==> src/rtl/gpio_pkg.sv <==
package gpio_pkg;
  localparam int PORT_W  = 8;
  localparam int CHG_LO  = 4;
  localparam int CHG_W   = PORT_W - CHG_LO;

  // pull-up active on inputs only, when the global active-low bit is 0
  function automatic logic [PORT_W-1:0] pullup_mask(input logic [PORT_W-1:0] dir,
                                                    input logic pu_n);
    pullup_mask = dir & {PORT_W{~pu_n}};
  endfunction

  // per-bit disagreement between the upper pins and the snapshot, inputs only
  function automatic logic [CHG_W-1:0] change_bits(input logic [CHG_W-1:0] pins,
                                                   input logic [CHG_W-1:0] snap,
                                                   input logic [CHG_W-1:0] dir_hi);
    change_bits = (pins ^ snap) & dir_hi;
  endfunction
endpackage

==> src/rtl/gpio_regs.sv <==
module gpio_regs
  import gpio_pkg::*;
(
  input  logic              clk,
  input  logic              rst_n,
  input  logic [PORT_W-1:0] wr_data,
  input  logic              wr_port,
  input  logic              wr_dir,
  input  logic              wr_pucfg,
  output logic [PORT_W-1:0] out_q,
  output logic [PORT_W-1:0] dir_q,
  output logic              pu_n_q
);
  always_ff @(posedge clk or negedge rst_n) begin
    if (!rst_n) begin
      out_q  <= '0;
      dir_q  <= '1;
      pu_n_q <= 1'b1;
    end else begin
      if (wr_port)   out_q  <= wr_data;
      if (wr_dir)    dir_q  <= wr_data;
      if (wr_pucfg)  pu_n_q <= wr_data[0];
    end
  end

  assert_dir_load_R1: assert property (@(posedge clk) disable iff (!rst_n)
    wr_dir |=> dir_q == $past(wr_data));
  assert_out_load_R2: assert property (@(posedge clk) disable iff (!rst_n)
    wr_port |=> out_q == $past(wr_data));
  assert_out_hold_R2: assert property (@(posedge clk) disable iff (!rst_n)
    !wr_port |=> $stable(out_q));
endmodule

==> src/rtl/gpio_pad_ctrl.sv <==
module gpio_pad_ctrl
  import gpio_pkg::*;
(
  input  logic              clk,
  input  logic              rst_n,
  input  logic [PORT_W-1:0] out_q,
  input  logic [PORT_W-1:0] dir_q,
  input  logic              pu_n_q,
  output logic [PORT_W-1:0] pad_out,
  output logic [PORT_W-1:0] pad_oe,
  output logic [PORT_W-1:0] pad_pu
);
  logic [PORT_W-1:0] pu_mask;
  assign pu_mask = pullup_mask(dir_q, pu_n_q);

  for (genvar i = 0; i < PORT_W; i++) begin : g_pin
    assign pad_out[i] = out_q[i];
    assign pad_oe[i]  = ~dir_q[i];
    assign pad_pu[i]  = pu_mask[i];
  end

  assert_pu_not_driven_R3: assert property (@(posedge clk) disable iff (!rst_n)
    (pad_pu & pad_oe) == '0);
  assert_pu_off_when_disabled_R3: assert property (@(posedge clk) disable iff (!rst_n)
    pu_n_q |-> pad_pu == '0);
endmodule

==> src/rtl/gpio_chg_det.sv <==
module gpio_chg_det
  import gpio_pkg::*;
(
  input  logic              clk,
  input  logic              rst_n,
  input  logic [PORT_W-1:0] pin_in,
  input  logic [PORT_W-1:0] dir_q,
  input  logic              access,
  input  logic              flag_clr,
  output logic              mismatch,
  output logic              irq_flag
);
  logic [CHG_W-1:0] snap_q;
  logic [CHG_W-1:0] diff_bits;
  logic [CHG_W-1:0] pins_hi;

  assign pins_hi   = pin_in[PORT_W-1:CHG_LO];
  assign diff_bits = change_bits(pins_hi, snap_q, dir_q[PORT_W-1:CHG_LO]);
  assign mismatch  = |diff_bits;

  always_ff @(posedge clk or negedge rst_n) begin
    if (!rst_n) begin
      snap_q   <= '0;
      irq_flag <= 1'b0;
    end else begin
      if (access) snap_q <= pins_hi;
      if (mismatch)      irq_flag <= 1'b1;
      else if (flag_clr) irq_flag <= 1'b0;
    end
  end

  assert_snap_reload_R7: assert property (@(posedge clk) disable iff (!rst_n)
    access |=> snap_q == $past(pins_hi));
  assert_mismatch_sets_R6: assert property (@(posedge clk) disable iff (!rst_n)
    mismatch |=> irq_flag);
  assert_clear_works_R8: assert property (@(posedge clk) disable iff (!rst_n)
    (flag_clr && !mismatch) |=> !irq_flag);
  assert_flag_sticky_R8: assert property (@(posedge clk) disable iff (!rst_n)
    (irq_flag && !flag_clr) |=> irq_flag);
endmodule

==> src/rtl/gpio_chg_port.sv <==
module gpio_chg_port
  import gpio_pkg::*;
(
  input  logic              clk,
  input  logic              rst_n,
  input  logic [PORT_W-1:0] wr_data,
  input  logic              wr_port,
  input  logic              rd_port,
  input  logic              wr_dir,
  input  logic              rd_dir,
  input  logic              wr_pucfg,
  input  logic              flag_clr,
  input  logic [PORT_W-1:0] pin_in,
  output logic [PORT_W-1:0] rd_data,
  output logic [PORT_W-1:0] pad_out,
  output logic [PORT_W-1:0] pad_oe,
  output logic [PORT_W-1:0] pad_pu,
  output logic              irq_flag,
  output logic              wake_req
);
  logic [PORT_W-1:0] out_q;
  logic [PORT_W-1:0] dir_q;
  logic              pu_n_q;
  logic              port_access;
  logic              mismatch;

  assign port_access = rd_port | wr_port;

  gpio_regs u_regs (
    .clk(clk), .rst_n(rst_n), .wr_data(wr_data), .wr_port(wr_port),
    .wr_dir(wr_dir), .wr_pucfg(wr_pucfg),
    .out_q(out_q), .dir_q(dir_q), .pu_n_q(pu_n_q)
  );

  gpio_pad_ctrl u_pads (
    .clk(clk), .rst_n(rst_n), .out_q(out_q), .dir_q(dir_q), .pu_n_q(pu_n_q),
    .pad_out(pad_out), .pad_oe(pad_oe), .pad_pu(pad_pu)
  );

  gpio_chg_det u_chg (
    .clk(clk), .rst_n(rst_n), .pin_in(pin_in), .dir_q(dir_q),
    .access(port_access), .flag_clr(flag_clr),
    .mismatch(mismatch), .irq_flag(irq_flag)
  );

  assign wake_req = mismatch;

  always_comb begin
    if (rd_dir)       rd_data = dir_q;
    else if (rd_port) rd_data = pin_in;
    else              rd_data = '0;
  end

  assert_flag_needs_wake_R9: assert property (@(posedge clk) disable iff (!rst_n)
    $rose(irq_flag) |-> $past(wake_req));
endmodule

==> config.mk <==
export PLATFORM = sky130hd
export DESIGN_NAME = gpio_chg_port
export DESIGN_NICKNAME = d
export VERILOG_FILES = /design/src/rtl/gpio_pkg.sv /design/src/rtl/gpio_regs.sv /design/src/rtl/gpio_pad_ctrl.sv /design/src/rtl/gpio_chg_det.sv /design/src/rtl/gpio_chg_port.sv
export SDC_FILE = /design/constraint.sdc
export NUM_CORES = 1
export LEC_CHECK = 0
export BUFFER_PORTS_ARGS = -buffer_cell sky130_fd_sc_hd__buf_2
export CAP_MARGIN = 15
export CORE_MARGIN = 5
export CORE_UTILIZATION = 46
export DETAILED_ROUTE_END_ITERATION = 7
export PLACE_DENSITY_LB_ADDON = 0.3
export SKIP_CTS_REPAIR_TIMING = 1
export SYNTH_ARGS = -nofsm -noshare
export SYNTH_HDL_FRONTEND = slang
export SYNTH_SLANG_ARGS = --single-unit
==> constraint.sdc <==
create_clock -name clk -period 2.9 [get_ports clk]
set_input_delay 0.29 -clock clk [delete_from_list [all_inputs] [get_ports clk]]
set_output_delay 0.29 -clock clk [all_outputs]
set_load 0.01 [all_outputs]
==> results by group, run 1 <==
Routing
  • Final WL: 2554 um
  • Routed Antenna Nets: 0
  • Drt via density: 4.876
  • DRT iter0 DRCs: 22
  • # DRC: 0
  • Vias: 868
  • Pre-antenna DRT Iters: 4
  • Routed length per instance: 14.35 um

Clocking
  • Clock Root Buffer: clkbuf_4
  • Clock slew at reported path FFs: 120 ps
  • CTS sink cnt: 22
  • Num CTS Buffers: 3
  • Skew-Pair Late Insertion Delay: 290 ps
  • TritonCTS clock tree: yes
  • Clock Path Buffers: 2
  • H-tree depth reported by CTS: 1

Outcome
  • Outcome: finished clean

STA
  • Slew @ Worst Pin: 480.3 ps
  • Fmax: 611.4 MHz
  • Setup TNS: 0 ps
  • Max Slew Vio Count: 0
  • Setup WS post-layout: roughly 1300 ps
  • Clock skew: 7.964 ps
  • Relative slew slack: 67.98%
  • Final Critical Period: between 1500 and 2000 ps
  • Tcrit/Tclk final: between 50% and 60%
  • RSZ-0062 raised after global routing: false
  • Hold Vio Cnt, Final: 0
  • Setup Viol. Count Final: 0

Min path
  • Hold Path Depth: 3
  • Hold endpoint: u_regs.dir_q[7]$_DFFE_PN1P_
  • Hold Crit Start: wr_data[7]
  • HP Class: in -> reg

Global route
  • M2 GR Usage: about 29%
  • Met3 Use GR: under 10%
  • Largest net degree at the start of global routing: 23
  • Gr busiest metal: met2
  • GRT Util Overall: roughly 16%
  • Total grt overflow: 0
  • First-pass GRT wire length: slightly above 4000 um
  • Initial antenna violation count: 0
  • Number of global-route vias before repair: 925
  • Met1 Use GR: 19.52%

Critical path
  • Critical Path RT: 2610 ps
  • Worst path max stage delay: 420 ps
  • Reg2Reg Depth: 3
  • CP Data Arrival Time: roughly 1400 ps
  • R2r endpoint: u_chg.irq_flag$_DFFE_PN0P_
  • Worst path top cell family by delay: flip-flops
  • Worst path bufs/invs: 1
  • FF-to-FF setup slack: 1830 ps
  • Crit-path max FO: 2
  • Worst setup SP type: flop
  • Worst r2r src: u_chg.snap_q[3]$_DFFE_PN0P_
  • Crit-path cells: xor2_1, a22oi_1, nand2_1, buf_2
  • Max stage delay cell, worst path: dfrtp_1
  • Setup Crit Path Kind: reg -> out
  • Setup crit end kind: output pin

Yosys
  • Syn_nets: 117
  • Synth top area cells: dfrtp_1, dfstp_2, mux2_2
  • Post-synth top area share: 30.77%
  • Syn Std Cell Area: 0.001057 mm2
  • Sequential fraction of the synthesis area: 53.14%
  • Synth cell types: 19
  • Seq cells post-synth: 22
  • Post-Syn Area per Cell: 11.37 um2
  • Synth Warn #: 0
  • Yosys top cell by area: dfrtp_1
  • Synthesized instance count: 93

Layout
  • Area growth from synthesis to layout: 29.94%
  • Layout cells sized above 1: 56.00%
  • Fin util: between 60% and 70%
  • Post-layout net count: 175
  • ANT cells: 0
  • Finished Layout Cells: 178
  • Fill cell count: roughly 200

Die
  • Die X: 57.94 um
  • Rows: 17
  • I/O pin total: 58
  • Die height: between 50 and 60 um
  • Die area: 0.003357 mm2
  • Initial cell density of the core: 47.79%
  • Core area: 0.002212 mm2

Placement
  • Placed Cells: 173
  • IO buf count: 57
  • GP Congestion: 0.7449
  • Pre-CTS setup slack: roughly 1600 ps
  • DP Wirelength: 2010 um

Pwr
  • VDD IR max: about 0.34 mV
  • Leak: 0.0007139 uW
  • Total power: 679.1 uW
  • Power density over the cells: 494.3 mW/mm2

Flow run
  • Max Cap Viol: 0
-- placed cells by master (no fill, tap or decap) --
master / synthesis / layout
mux2_4: 4 / 4
clkbuf_1: 0 / 1
o21ai_0: 9 / 9
inv_1: 8 / 8
nor2_4: 1 / 1
mux2_2: 9 / 9
dlygate4sd3_1: 0 / 1
xor2_1: 4 / 4
nand2b_1: 1 / 1
a22o_1: 7 / 7
a22oi_1: 2 / 2
buf_2: 1 / 57
nand3_1: 1 / 1
nor2b_4: 1 / 1
dfrtp_1: 13 / 13
dfstp_2: 9 / 9
nand2_1: 11 / 11
nor2_1: 8 / 8
clkbuf_4: 0 / 3
-- worst register-to-register path, cell delays in order, from the launching register on --
cell and delay, ps:
dfrtp_1 420, xor2_1 170, a22oi_1 250, nand3_1 110
-- synthesized netlist by cell type (all sizes together) --
library cell   n
dfrtp         13
buf            4
a22o           7
inv            8
nand2b         1
o21ai          9
nand2         11
nor2b          1
xor2           4
a22oi          2
clkbuf         1
nor2           9
dfstp          9
mux2          13
nand3          1
-- cell families after synthesis --
group / synth area share (%)
compound gates: 11.48
xor+xnor: 3.313
buf+inv: 6.627
flops: 53.14
mux: 15.27
simple gates: 10.18
-- final cells by class --
cell class                 count  area, um2  area share, %
clock buffer                   4      26.28          1.913
sequential                    22      561.8          40.89
multi-input combinational     58      425.4          30.97
tap                           28      35.03          2.550
inverter                       8      30.03          2.186
timing repair buffer          58      295.3          21.49
-- per-layer routing --
layer,share of wire (%),up-vias
met4,0.51,0
met5,0,-
li1,-,425
met1,44,409
met3,6.4,2
met2,49,32
-- sequential cells by signal, summed over array words and instances (netlist names) --
register and flops:
u_regs.out_q 8, u_chg.irq_flag 1, u_regs.dir_q 8, u_chg.snap_q 4
u_regs.pu_n_q 1
-- worst max-delay path by stage --
stage	from	endpoint	slack (ps)	cells after the start
6_report	u_chg.snap_q[3]$_DFFE_PN0P_	wake_req	1260	4
5_1_grt	u_chg.snap_q[3]$_DFFE_PN0P_	wake_req	1160	4
4_1_cts	u_chg.snap_q[3]$_DFFE_PN0P_	wake_req	1260	4
3_5_place_dp	pin_in[7]	wake_req	1600	5
3_3_place_gp	pin_in[4]	wake_req	1640	5
2_1_floorplan	u_chg.snap_q[3]$_DFFE_PN0P_	wake_req	1770	3
-- through the flow --
stage	hold slack (ps)	area (um2)
floorplan	-5.591	1057
global placement	273.9	1338
detailed placement	282.0	1338
CTS	-55.00	1364
global route	221.7	1374
finish	204.0	1374
-- power breakdown --
group	switching, uW	total, uW	internal (uW)
clock	84.8	138	53.4
sequential	20.9	366	345
combinational	91.8	175	82.8
Power figures use the tool's default switching activity.
==> run 2: changes to the inputs <==
- CORE_UTILIZATION: 46 -> 39
- clock period: 2.9 -> 1.5 ns (I/O delays scaled with it)
==> run 2 against run 1 <==
Register-to-register slack worse by 1300 ps. Combinational power is 100% higher. Cell count is 2.2% higher. Via count is 1.7% higher. Total power is 100% higher. Cell area is 2.7% higher. Critical path depth stayed put. Critical endpoint unchanged. Largest power group unchanged.
==> results by group, run 2 (same netlist as run 1, synthesis figures left out) <==
Outcome
  • Outcome: finished clean

Critical path
  • Worst setup startpoint: u_chg.snap_q[0]$_DFFE_PN0P_
  • Worst path top cell family by delay: flip-flops
  • Setup Crit Path Kind: reg -> out
  • Max stage delay cell, worst path: dfrtp_1
  • Crit-path cells: xor2_1, a22oi_2, nand2_1, buf_2
  • Worst r2r src: u_chg.snap_q[0]$_DFFE_PN0P_
  • Worst path max stage delay: 400 ps (-20 ps)
  • Worst path bufs/invs: 1 (unchanged)
  • Setup crit end kind: output pin
  • Crit-path max FO: 2 (unchanged)
  • Critical Path RT: 1350 ps (-1260 ps)
  • CP Data Arrival Time: 1230 ps (-120 ps)
  • Worst setup SP type: flop

STA
  • Relative slew slack: 68.71% (+0.73 points)
  • Max Slew Vio Count: 0 (unchanged)
  • Clock skew: 3.681 ps (-4.283 ps)
  • Fmax: 723.4 MHz
  • Slew @ Worst Pin: 469.4 ps (-10.94 ps)
  • Tcrit/Tclk final: around 92%
  • Setup Viol. Count Final: 0 (unchanged)
  • Hold Vio Cnt, Final: 0 (unchanged)
  • Final Critical Period: 1382 ps
  • Hold WS: 60.45 ps (-143.6 ps)

Global route
  • First-pass GRT wire length: 3870 um (-6.5%)
  • GRT Util Overall: 13.98% (-1.9 points)
  • Largest net degree at the start of global routing: 23 (unchanged)
  • M2 GR Usage: 21.45% (-7.3 points)
  • Gr busiest metal: met2
  • Met1 Use GR: 19.43% (-0.092 points)
  • Met3 Use GR: 2.686% (-0.21 points)
  • Total grt overflow: 0 (unchanged)
  • Number of global-route vias before repair: 876 (-5.3%)
  • Initial antenna violation count: 0 (unchanged)

Clocking
  • CTS sink cnt: 22 (unchanged)
  • TritonCTS clock tree: yes
  • H-tree depth reported by CTS: 1 (unchanged)
  • Clock Path Buffers: 2 (unchanged)
  • Num CTS Buffers: 3 (unchanged)
  • Clock slew at reported path FFs: 120 ps (about the same)
  • Skew-Pair Late Insertion Delay: 300 ps (about the same)
  • Clock Root Buffer: clkbuf_4

Routing
  • Routed Antenna Nets: 0 (unchanged)
  • Drt via density: 4.852 (-0.51%)
  • DRT iter0 DRCs: 24 (+9.1%)
  • Pre-antenna DRT Iters: 4 (unchanged)
  • Vias: 883 (+1.7%)
  • Final WL: 2569 um (+0.59%)
  • # DRC: 0 (unchanged)
  • Routed length per instance: 14.12 um (-1.6%)

Layout
  • ANT cells: 0 (unchanged)
  • Finished Layout Cells: 182 (+2.2%)
  • Layout cells sized above 1: 58.55% (+2.6 points)
  • Fill cell count: 243 (+25%)
  • Commonest non-fill, non-tap cell in the layout: buf_2
  • Biggest regs: u_regs.dir_q x8, u_regs.out_q x8, u_chg.snap_q x4
  • Area growth from synthesis to layout: 33.49%
  • Post-layout net count: 177 (+1.1%)
  • Most frequent cells in the layout: buf_2, dfrtp_1, nand2_1

Die
  • Die height: 62.07 um (+7.1%)
  • Die X: 62.07 um (+7.1%)
  • Initial cell density of the core: 41.54% (-6.3 points)
  • Die area: 0.003852 mm2 (+15%)
  • Core area: 0.002545 mm2 (+15%)
  • Rows: 18 (+1)
  • I/O pin total: 58 (unchanged)

Pwr
  • VDD IR max: 0.6837 mV (+100%)
  • Leak: 0.0007301 uW (+2.3%)
  • Power density over the cells: 976.7 mW/mm2 (+98%)

Placement
  • DP Wirelength: 1982 um (-1.4%)
  • IO buf count: 57 (unchanged)
  • GP Congestion: 0.7842 (+5.3%)
  • Placed Cells: 175 (+1.2%)

Flow run
  • Max Cap Viol: 0 (unchanged)

Min path
  • HP Class: in -> reg
  • Hold Crit Start: wr_data[7]
[run 2: changes by cell type in the layout (fill, tap and decap cells not counted)]
cell and change:
a22oi_2 +2, clkbuf_8 +1, clkbuf_1 -1, buf_4 +2, a22oi_1 -2
[run 2: tightest hold or removal path, cell delays in order]
cell     delay, ps
buf_2          100
nand2_1         40
o21ai_0         70
[run 2: final timing paths]
| check | to | slack [ps] | cells past startpoint |
|---|---|---|---|
| max reg2reg | u_chg.irq_flag$_DFFE_PN0P_ | 560 | 3 |
| min in group asynchronous | u_chg.irq_flag$_DFFE_PN0P_ | 320 | 2 |
| min | u_regs.dir_q[7]$_DFFE_PN1P_ | 60 | 3 |
| max in group asynchronous | u_regs.dir_q[2]$_DFFE_PN1P_ | 830 | 2 |
| min reg2reg | u_regs.out_q[5]$_DFFE_PN0P_ | 520 | 1 |
| max | wake_req | 120 | 4 |
[run 2: metrics by stage]
step	TNS [ps]	utilization, %	power [uW]	area (um2)	setup WS [ps]
floorplan	0	-	899.9	1057	513.6
global placement	0	52.65	1049	1340	409.4
detailed placement	0	52.65	1057	1340	390.7
CTS	0	54.08	1382	1376	37.61
global route	-14.35	55.46	1473	1411	-14.35
finish	0	55.46	1378	1411	117.6
[run 2: metal layers]
metal | share of wire, % | vias up
met2 | 45 | 35
met5 | 0 | -
met1 | 47 | 416
li1 | - | 430
met3 | 7.8 | 2
met4 | 0.39 | 0
[run 2: cell type report]
class | count | area, um2 | area share [%]
Inverter | 8 | 30.03 | 2.128
Tap cell | 30 | 37.54 | 2.660
Sequential cell | 22 | 561.8 | 39.81
Clock buffer | 4 | 36.28 | 2.571
Timing Repair Buffer | 60 | 310.3 | 21.99
Multi-Input combinational cell | 58 | 435.4 | 30.85
[run 2: power by group]
| group | leakage (uW) | switching (uW) | internal [uW] |
|---|---|---|---|
| Combinational | 0.000464 | 181 | 168 |
| Sequential | 0.000245 | 42.4 | 668 |
| Clock | 0.0000210 | 171 | 148 |
==> run 3: changes to the inputs <==
- PLACE_DENSITY: not set -> 0.77
- PLACE_DENSITY_LB_ADDON: 0.3 -> not set
==> run 3 against run 2 <==
Via count rose by 1.6%. Core utilization fell by 0.30 points. Setup slack got worse by 45 ps. Critical path depth did not move. Clock skew fell by 2.4 ps. Cell area fell by 0.53%. Register-to-register slack got worse by 40 ps. Sequential share of layout area rose by 0.21 points. Hold slack improved by 8.8 ps. Critical path type unchanged. Critical endpoint unchanged. Largest cell class unchanged. Highest routed layer unchanged.
==> results by group, run 3 (same netlist as run 1, synthesis figures left out) <==
Outcome
  • Outcome: finished clean

Routing
  • Drt via density: 4.956 (+2.1%)
  • DRT iter0 DRCs: 19 (-21%)
  • # DRC: 0 (unchanged)
  • Vias: 897 (+1.6%)
  • Routed length per instance: 14.65 um (+3.8%)
  • Routed Antenna Nets: 0 (unchanged)
  • Pre-antenna DRT Iters: 4 (unchanged)
  • Final WL: 2652 um (+3.2%)

Pwr
  • VDD IR max: 0.6299 mV (-7.9%)
  • Power density over the cells: 983.3 mW/mm2 (+0.67%)
  • Leak: 0.0007253 uW (-0.66%)

Layout
  • Commonest non-fill, non-tap cell in the layout: buf_2
  • Biggest regs: u_regs.dir_q x8, u_regs.out_q x8, u_chg.snap_q x4
  • Area growth from synthesis to layout: 32.78%
  • Fin util: 55.16% (-0.30 points)
  • Fill cell count: 228 (-6.2%)
  • Post-layout net count: 176 (-0.56%)
  • ANT cells: 0 (unchanged)
  • Most frequent cells in the layout: buf_2, dfrtp_1, nand2_1
  • Layout cells sized above 1: 58.28% (-0.27 points)
  • Fin area: 0.001404 mm2 (-0.53%)

Global route
  • Met3 Use GR: 3.512% (+0.83 points)
  • Largest net degree at the start of global routing: 23 (unchanged)
  • Met1 Use GR: 17.32% (-2.1 points)
  • GRT Util Overall: 14.78% (+0.80 points)
  • Initial antenna violation count: 0 (unchanged)
  • Total grt overflow: 0 (unchanged)
  • First-pass GRT wire length: 4188 um (+8.2%)
  • Gr busiest metal: met2
  • Number of global-route vias before repair: 968 (+11%)
  • M2 GR Usage: 26.92% (+5.5 points)

Clocking
  • Clock slew at reported path FFs: 120 ps (about the same)
  • Skew-Pair Late Insertion Delay: 300 ps (about the same)
  • Num CTS Buffers: 3 (unchanged)
  • Clock Root Buffer: clkbuf_4
  • CTS sink cnt: 22 (unchanged)
  • H-tree depth reported by CTS: 1 (unchanged)
  • TritonCTS clock tree: yes
  • Clock Path Buffers: 2 (unchanged)

Critical path
  • Worst setup path end: wake_req
  • Worst setup startpoint: u_chg.snap_q[0]$_DFFE_PN0P_
  • Worst path bufs/invs: 1 (unchanged)
  • FF-to-FF setup slack: 520 ps (-40 ps)
  • R2r endpoint: u_chg.irq_flag$_DFFE_PN0P_
  • Reg2Reg Depth: 3 (unchanged)
  • Max stage delay cell, worst path: dfrtp_1
  • Worst setup SP type: flop
  • CP Data Arrival Time: 1280 ps (+50 ps)
  • Crit-path max FO: 2 (unchanged)
  • WP depth: 4 (unchanged)
  • Worst r2r src: u_chg.snap_q[0]$_DFFE_PN0P_
  • Setup Crit Path Kind: reg -> out
  • Worst path top cell family by delay: flip-flops
  • Crit-path cells: xor2_1, a22oi_2, nand2_1, buf_2
  • Critical Path RT: 1350 ps (about the same)
  • Worst path max stage delay: 420 ps (+20 ps)
  • Setup crit end kind: output pin

Placement
  • DP Area: 0.001340 mm2 (unchanged)
  • GP Congestion: 0.6950 (-11%)
  • DP Wirelength: 2129 um (+7.4%)
  • IO buf count: 57 (unchanged)
  • Pre-CTS setup slack: 341.6 ps (-49.12 ps)

STA
  • Max Slew Vio Count: 0 (unchanged)
  • Tcrit/Tclk final: 95.17% (+3.0 points)
  • Slew @ Worst Pin: 476.0 ps (+6.636 ps)
  • Setup TNS: 0 ps (unchanged)
  • RSZ-0062 raised after global routing: true
  • Setup WS post-layout: 72.42 ps (-45.16 ps)
  • Fmax: 700.5 MHz (-3.2%)
  • Clock skew: 1.280 ps (-2.401 ps)
  • Final Critical Period: 1428 ps (+45.16 ps)
  • Setup Viol. Count Final: 0 (unchanged)
  • Relative slew slack: 68.27% (-0.44 points)
  • Hold Vio Cnt, Final: 0 (unchanged)

Flow run
  • Max Cap Viol: 0 (unchanged)

Min path
  • Hold Crit Start: wr_data[3]
  • HP Class: in -> reg

Die
  • Rows: 18 (unchanged)
  • Die area: 0.003852 mm2 (unchanged)
  • I/O pin total: 58 (unchanged)
  • Initial cell density of the core: 41.54% (unchanged)
  • Die height: 62.07 um (unchanged)
  • Die X: 62.07 um (unchanged)
  • Core area: 0.002545 mm2 (unchanged)
-- run 3: power by group --
group | internal [uW] | leakage [uW] | switching, uW
combinational | 166 | 0.000459 | 183
sequential | 668 | 0.000245 | 42.8
clock | 148 | 0.0000210 | 172
-- run 3: area by class of cell --
type | count | area [um2] | share of cell area (%)
Tap cell | 30 | 37.54 | 2.674
Multi-Input combinational cell | 58 | 435.4 | 31.02
Timing Repair Buffer | 59 | 302.8 | 21.57
Clock buffer | 4 | 36.28 | 2.585
Sequential cell | 22 | 561.8 | 40.02
Inverter | 8 | 30.03 | 2.139
-- run 3: worst min path at each step --
stage / endpoint / cells after the start / slack (ps)
after floorplan: u_chg.irq_flag$_DFFE_PN0P_ / 0 / -150
after global placement: u_regs.out_q[0]$_DFFE_PN0P_ / 1 / 120
after detailed placement: u_regs.out_q[0]$_DFFE_PN0P_ / 1 / 130
after CTS: u_regs.out_q[7]$_DFFE_PN0P_ / 1 / -200
after global routing: u_regs.dir_q[3]$_DFFE_PN1P_ / 3 / 50
final: u_regs.dir_q[3]$_DFFE_PN1P_ / 3 / 70
-- run 3: per-layer routing --
metal | share of wire (%) | vias to the layer above
met5 | 0 | -
met4 | 0.53 | 0
met3 | 7.3 | 2
met2 | 53 | 31
met1 | 39 | 434
li1 | - | 430
-- run 3: worst min-delay path, delay by kind of cell --
kind / cells / cell delay [ps]
AND/OR/NAND/NOR: 1 / 40
AO/OA/AOI/OAI: 1 / 60
buffers and inverters: 1 / 90
-- run 3: through the flow --
step	std cells	power [uW]	hold WS [ps]
global route	181	1466	54.85
detailed placement	175	1061	134.8
floorplan	93	899.9	-145.6
CTS	179	1384	-201.2
global placement	175	1047	124.8
finish	181	1380	69.27
